<file path="src/rtl/oneshot_pkg.sv">
package oneshot_pkg;

  // packed order matches the {clear, p, n} concatenation used at the top
  typedef struct packed {
    logic clr_n;
    logic trig_p;
    logic trig_n;
  } trig_sample_t;

  localparam int unsigned SAMPLE_W = $bits(trig_sample_t);

  // idle levels: cleared, positive trigger low, negative trigger high
  localparam trig_sample_t SAMPLE_RST = '{clr_n: 1'b0, trig_p: 1'b0, trig_n: 1'b1};

endpackage

</file>
<file path="src/rtl/oneshot_sync.sv">
module oneshot_sync #(
  parameter int unsigned        WIDTH  = 3,
  parameter int unsigned        STAGES = 2,
  parameter logic [WIDTH-1:0]   RST_VAL = '0
) (
  input  logic             clk_i,
  input  logic             rst_ni,
  input  logic [WIDTH-1:0] d_i,
  output logic [WIDTH-1:0] q_o
);

  logic [WIDTH-1:0] stage_q [STAGES];

  for (genvar s = 0; s < STAGES; s++) begin : g_stage
    always_ff @(posedge clk_i or negedge rst_ni) begin
      if (!rst_ni) begin
        stage_q[s] <= RST_VAL;
      end else if (s == 0) begin
        stage_q[s] <= d_i;
      end else begin
        stage_q[s] <= stage_q[(s == 0) ? 0 : s-1];
      end
    end
  end

  assign q_o = stage_q[STAGES-1];

endmodule

</file>
<file path="src/rtl/oneshot_trigger.sv">
module oneshot_trigger
  import oneshot_pkg::*;
#(
  parameter bit RESET_TRIG = 1'b1
) (
  input  logic         clk_i,
  input  logic         rst_ni,
  input  trig_sample_t cur_i,
  output logic         fire_o,
  output logic         armed_o
);

  trig_sample_t prev_q;
  logic         fall_n, rise_p, rise_clr;
  logic         clr_fire;

  always_ff @(posedge clk_i or negedge rst_ni) begin
    if (!rst_ni) prev_q <= SAMPLE_RST;
    else         prev_q <= cur_i;
  end

  assign fall_n   =  prev_q.trig_n & ~cur_i.trig_n;
  assign rise_p   = ~prev_q.trig_p &  cur_i.trig_p;
  assign rise_clr = ~prev_q.clr_n  &  cur_i.clr_n;

  if (RESET_TRIG) begin : g_clr_trig
    assign clr_fire = rise_clr & ~cur_i.trig_n & cur_i.trig_p;
  end else begin : g_no_clr_trig
    assign clr_fire = 1'b0;
  end

  assign armed_o = cur_i.clr_n;
  assign fire_o  = cur_i.clr_n &
                   ((fall_n & cur_i.trig_p) | (rise_p & ~cur_i.trig_n) | clr_fire);

  // a fire always rests on a change of at least one sampled input
  AST_FIRE_NEEDS_EDGE: assert property (@(posedge clk_i) disable iff (!rst_ni)
    fire_o |-> (cur_i != prev_q)) else $error("fire on static inputs");

endmodule

</file>
<file path="src/rtl/oneshot_timer.sv">
module oneshot_timer #(
  parameter int unsigned WIDTH_W = 8
) (
  input  logic               clk_i,
  input  logic               rst_ni,
  input  logic               fire_i,
  input  logic               armed_i,
  input  logic [WIDTH_W-1:0] width_i,
  output logic               busy_o
);

  logic [WIDTH_W-1:0] cnt_q;

  always_ff @(posedge clk_i or negedge rst_ni) begin
    if (!rst_ni) begin
      cnt_q <= '0;
    end else if (!armed_i) begin
      cnt_q <= '0;
    end else if (fire_i) begin
      cnt_q <= width_i;
    end else if (cnt_q != '0) begin
      cnt_q <= cnt_q - 1'b1;
    end
  end

  assign busy_o = (cnt_q != '0);

  AST_CLEAR_EMPTIES: assert property (@(posedge clk_i) disable iff (!rst_ni)
    !armed_i |=> !busy_o) else $error("count survived clear");
  AST_RELOAD_ON_FIRE: assert property (@(posedge clk_i) disable iff (!rst_ni)
    (fire_i && armed_i) |=> cnt_q == $past(width_i)) else $error("reload wrong");
  AST_STEP_DOWN: assert property (@(posedge clk_i) disable iff (!rst_ni)
    (busy_o && !fire_i && armed_i) |=> cnt_q == $past(cnt_q) - 1'b1) else $error("bad step");
  AST_START_FROM_FIRE: assert property (@(posedge clk_i) disable iff (!rst_ni)
    $rose(busy_o) |-> $past(fire_i)) else $error("pulse without trigger");
  AST_ZERO_WIDTH_IDLE: assert property (@(posedge clk_i) disable iff (!rst_ni)
    (fire_i && armed_i && width_i == '0) |=> !busy_o) else $error("zero width pulsed");

endmodule

</file>
<file path="src/rtl/oneshot_pulse.sv">
module oneshot_pulse
  import oneshot_pkg::*;
#(
  parameter int unsigned WIDTH_W     = 8,
  parameter int unsigned SYNC_STAGES = 2,
  parameter bit          RESET_TRIG  = 1'b1
) (
  input  logic               clk_i,
  input  logic               rst_ni,
  input  logic               trig_n_i,
  input  logic               trig_p_i,
  input  logic               clear_ni,
  input  logic [WIDTH_W-1:0] width_i,
  output logic               pulse_o,
  output logic               pulse_no
);

  logic [SAMPLE_W-1:0] raw, synced;
  trig_sample_t        cur;
  logic                fire, armed, busy;

  assign raw = {clear_ni, trig_p_i, trig_n_i};

  oneshot_sync #(
    .WIDTH  (SAMPLE_W),
    .STAGES (SYNC_STAGES),
    .RST_VAL(SAMPLE_RST)
  ) u_sync (
    .clk_i (clk_i),
    .rst_ni(rst_ni),
    .d_i   (raw),
    .q_o   (synced)
  );

  assign cur = trig_sample_t'(synced);

  oneshot_trigger #(
    .RESET_TRIG(RESET_TRIG)
  ) u_trig (
    .clk_i  (clk_i),
    .rst_ni (rst_ni),
    .cur_i  (cur),
    .fire_o (fire),
    .armed_o(armed)
  );

  oneshot_timer #(
    .WIDTH_W(WIDTH_W)
  ) u_timer (
    .clk_i  (clk_i),
    .rst_ni (rst_ni),
    .fire_i (fire),
    .armed_i(armed),
    .width_i(width_i),
    .busy_o (busy)
  );

  // raw clear gates the output so the override needs no clock edge
  assign pulse_o  = busy & clear_ni;
  assign pulse_no = ~pulse_o;

  AST_OUT_FROM_COUNT: assert property (@(posedge clk_i) disable iff (!rst_ni)
    pulse_o |-> $past(fire) || $past(pulse_o)) else $error("output without cause");

endmodule

</file>
<file path="config.mk">
export PLATFORM = sky130hd
export DESIGN_NAME = oneshot_pulse
export DESIGN_NICKNAME = d
export VERILOG_FILES = /design/src/rtl/oneshot_pkg.sv /design/src/rtl/oneshot_sync.sv /design/src/rtl/oneshot_trigger.sv /design/src/rtl/oneshot_timer.sv /design/src/rtl/oneshot_pulse.sv
export SDC_FILE = /design/constraint.sdc
export NUM_CORES = 1
export LEC_CHECK = 0
export BUFFER_PORTS_ARGS = -buffer_cell sky130_fd_sc_hd__buf_4
export CORE_MARGIN = 2
export CORE_UTILIZATION = 46
export CTS_CLUSTER_DIAMETER = 60
export DETAILED_ROUTE_END_ITERATION = 16
export PLACE_DENSITY = 0.77
export SYNTH_ARGS = -nofsm -noshare
export SYNTH_HDL_FRONTEND = slang
export SYNTH_SLANG_ARGS = --single-unit
</file>
<file path="constraint.sdc">
create_clock -name clk_i -period 1.4 [get_ports clk_i]
set_input_delay 0.21 -clock clk_i [delete_from_list [all_inputs] [get_ports clk_i]]
set_output_delay 0.21 -clock clk_i [all_outputs]
set_load 0.005 [all_outputs]
</file>
==> run metrics <==
Net count, final 118; Initial DRC Count 13; WP data arrival 1.52 ns; Final Setup Violations 10; clock sink total 17; CTS tree done; CP Class register to output port; initial antenna violation count 0; Yosys reg bits 17; cell accounting for the most synthesized area dfrtp_1; Most used DFF post-synth dfrtp_1; Clk Latency, worst-skew pair 0.30 ns; # rows 14; die width 44.5 um; Die ar. 1980 um2; layer with the highest usage met2; RSZ-0062 raised after global routing true; vias in the first global route 592; Routed Antenna Nets 0; port bufs 14; CP Launch Type register; yosys warns 0; area grow syn2layout 52.7%; sequential-to-total area share from yosys stat 57.0%; Most Frequent Cell on Critical Path nand2_4; Fmax 0.579 GHz; Total Wirelength 1.77 mm; maximum fanout along the worst path 2; crit-path max cell delay 0.40 ns; max-slew violations 0; io pins 15; R2R depth 9; pwr dens 2160 nW/um2; net count after synthesis 78; CP max stage cell dfrtp_1; CP top delay family simple AND/OR/NAND/NOR gates; Static Leak 0.543 nW; top-count cell post-synth dfrtp_1; minimum clock period 1.73 ns; maxcap violations 0; met2 Usage GRT 29.0%; Async SR Flop Fraction 100%; total track usage 19.4%; CTS H-tree lvls 1; FILL cells 98; VDD IR-drop max 1.26 mV; via-per-instance ratio 5.58; worst rel slew slack 83.6%; slew at the pin closest to its max-slew limit 0.247 ns; largest net degree at the start of global routing 18; CTS root buf clkbuf_4; Final HPWL DP 1.07 mm; Mapped Area 753 um2; Worst EP required 1.19 ns; core area 1520 um2; share of the synthesized area in the top cell type 46.5%; layout cells sized above 1 52.9%; Pre-antenna DRT Iters 4; Buffers & Inverters on Critical Path 3; Max Clock Skew 0.000839 ns; failing checks negative setup slack; Post-synth EDFFs 0; run status complete, but fails checks; Gate Count Post-Synth 63; Setup crit end kind output port; met3 usage 2.45%; chip height 44.5 um; initial core utilization 49.4%; HP Class input port to register; Final Hold Viols 0; maximum clock insertion buffer count 2; syn avg cell area 12.0 um2; GRT overflow 0; Final Wtd Congestion 0.819; Placed Instances 103; DRC 0; number of cells on the worst hold path 1; crit-path cells inv_1 > ha_1 > nor3b_4 > nand2_4 > nand2_4 > inv_2 > buf_6; Worst R2R Setup Slack -0.31 ns; total CTS buffers 3; post-place setup slack -0.232 ns; top cells by area, synth dfrtp_1 (47%), dfstp_2 (10%), xnor2_1 (4.7%); fin cells 118; synth unique cells 25; period utilization 123%; global-route met1 utilization 26.2%; cell depth of the worst setup path 7; Reg clk slew, reported paths 0.10 ns; average wire per standard cell 15.0 um; total number of vias 659; diode count 0; first-pass GRT wire length 2.68 mm; commonest cells in the netlist dfrtp_1 (14), nor2_1 (9), nand2_1 (5), a211oi_1 (4), xnor2_1 (4); Final WS setup -0.326 ns
final cells by class:
class	count	area, um2	area share (%)
Clock buffer	3	22.5	1.96
Clock inverter	1	5.00	0.435
Sequential cell	17	429	37.3
Inverter	3	11.3	0.979
Multi-Input combinational cell	42	375	32.6
Tap cell	16	20.0	1.74
Timing Repair Buffer	36	287	24.9
placed cells by master (no fill, tap or decap), drive strengths merged, types with 2 or more instances in the layout:
cell	n
a211oi	5
a21boi	2
buf	34
clkbuf	3
dfrtp	14
dfstp	3
dlygate4sd3	2
ha	2
inv	3
nand2	5
nor2	9
nor4	2
xnor2	4
xor2	2
routing by layer:
metal / vias up / part of all wire (%) / wire length (um)
met5: - / 0 / 0
met4: 0 / 3.3 / 59
met3: 5 / 4.3 / 77
met2: 14 / 49 / 873
met1: 338 / 43 / 763
li1: 302 / - / -
through the flow:
step | util (%) | TNS, ns | power, mW | hold slack (ns) | cell area [um2]
2_1_floorplan | - | -0.344 | 1.30 | -0.0856 | 753
3_3_place_gp | 62.8 | -0.949 | 1.65 | 0.0800 | 957
3_5_place_dp | 62.8 | -2.07 | 1.69 | 0.0854 | 957
4_1_cts | 70.8 | -1.35 | 2.26 | 0.00774 | 1080
5_1_grt | 75.5 | -3.45 | 2.63 | -0.00946 | 1150
6_report | 75.5 | -3.00 | 2.49 | 0.0117 | 1150
timing repair:
action | in CTS | in global routing
pin swaps | 3 | 3
gates resized for setup | 9 | 11
endpoints found under the hold margin | 17 | 1
hold buffers | 1 | 1
setup buffers | 7 | 3
setup endpoints to repair | 10 | 10
cell families after synthesis:
kind of cell	synth area share [%]
AOI/OAI and AO/OA	13.5
xor gates and xnor gates	6.98
adders and majority gates	3.32
buffers and inverters	1.99
DFF	57.0
and+or+nand+nor	17.3
registers in the layout, indices dropped and copies added (netlist names):
signal	flops
u_trig.prev_q	3
u_timer.cnt_q	8
u_sync.q_o	3
u_sync.stage_q	3
report_power, final:
part	internal (mW)	switching, mW	leakage (nW)
logic	0.867	0.645	0.319
registers	0.608	0.0993	0.206
clock network	0.107	0.162	0.0177
total	1.58	0.906	0.543
worst register-to-register path, cell delays in order, from the launching register on:
cell and delay, ns:
dfrtp_1 0.40, inv_1 0.08, ha_1 0.17, nor3b_4 0.27, nand2_4 0.09, buf_4 0.14
buf_6 0.12, o21ai_4 0.12, buf_6 0.14, a311oi_1 0.05
path summary, 6_finish.rpt:
kind | to | start
max | pulse_o | u_timer.cnt_q[1]
min | u_sync.stage_q[4] | trig_p_i
max reg2reg | u_timer.cnt_q[3] | u_timer.cnt_q[1]
min reg2reg | u_sync.q_o[1] | u_sync.stage_q[4]
max in group asynchronous | u_trig.prev_q[0] | rst_ni
min in group asynchronous | u_trig.prev_q[2] | rst_ni
Note: power is estimated with default switching activity, not from simulation.
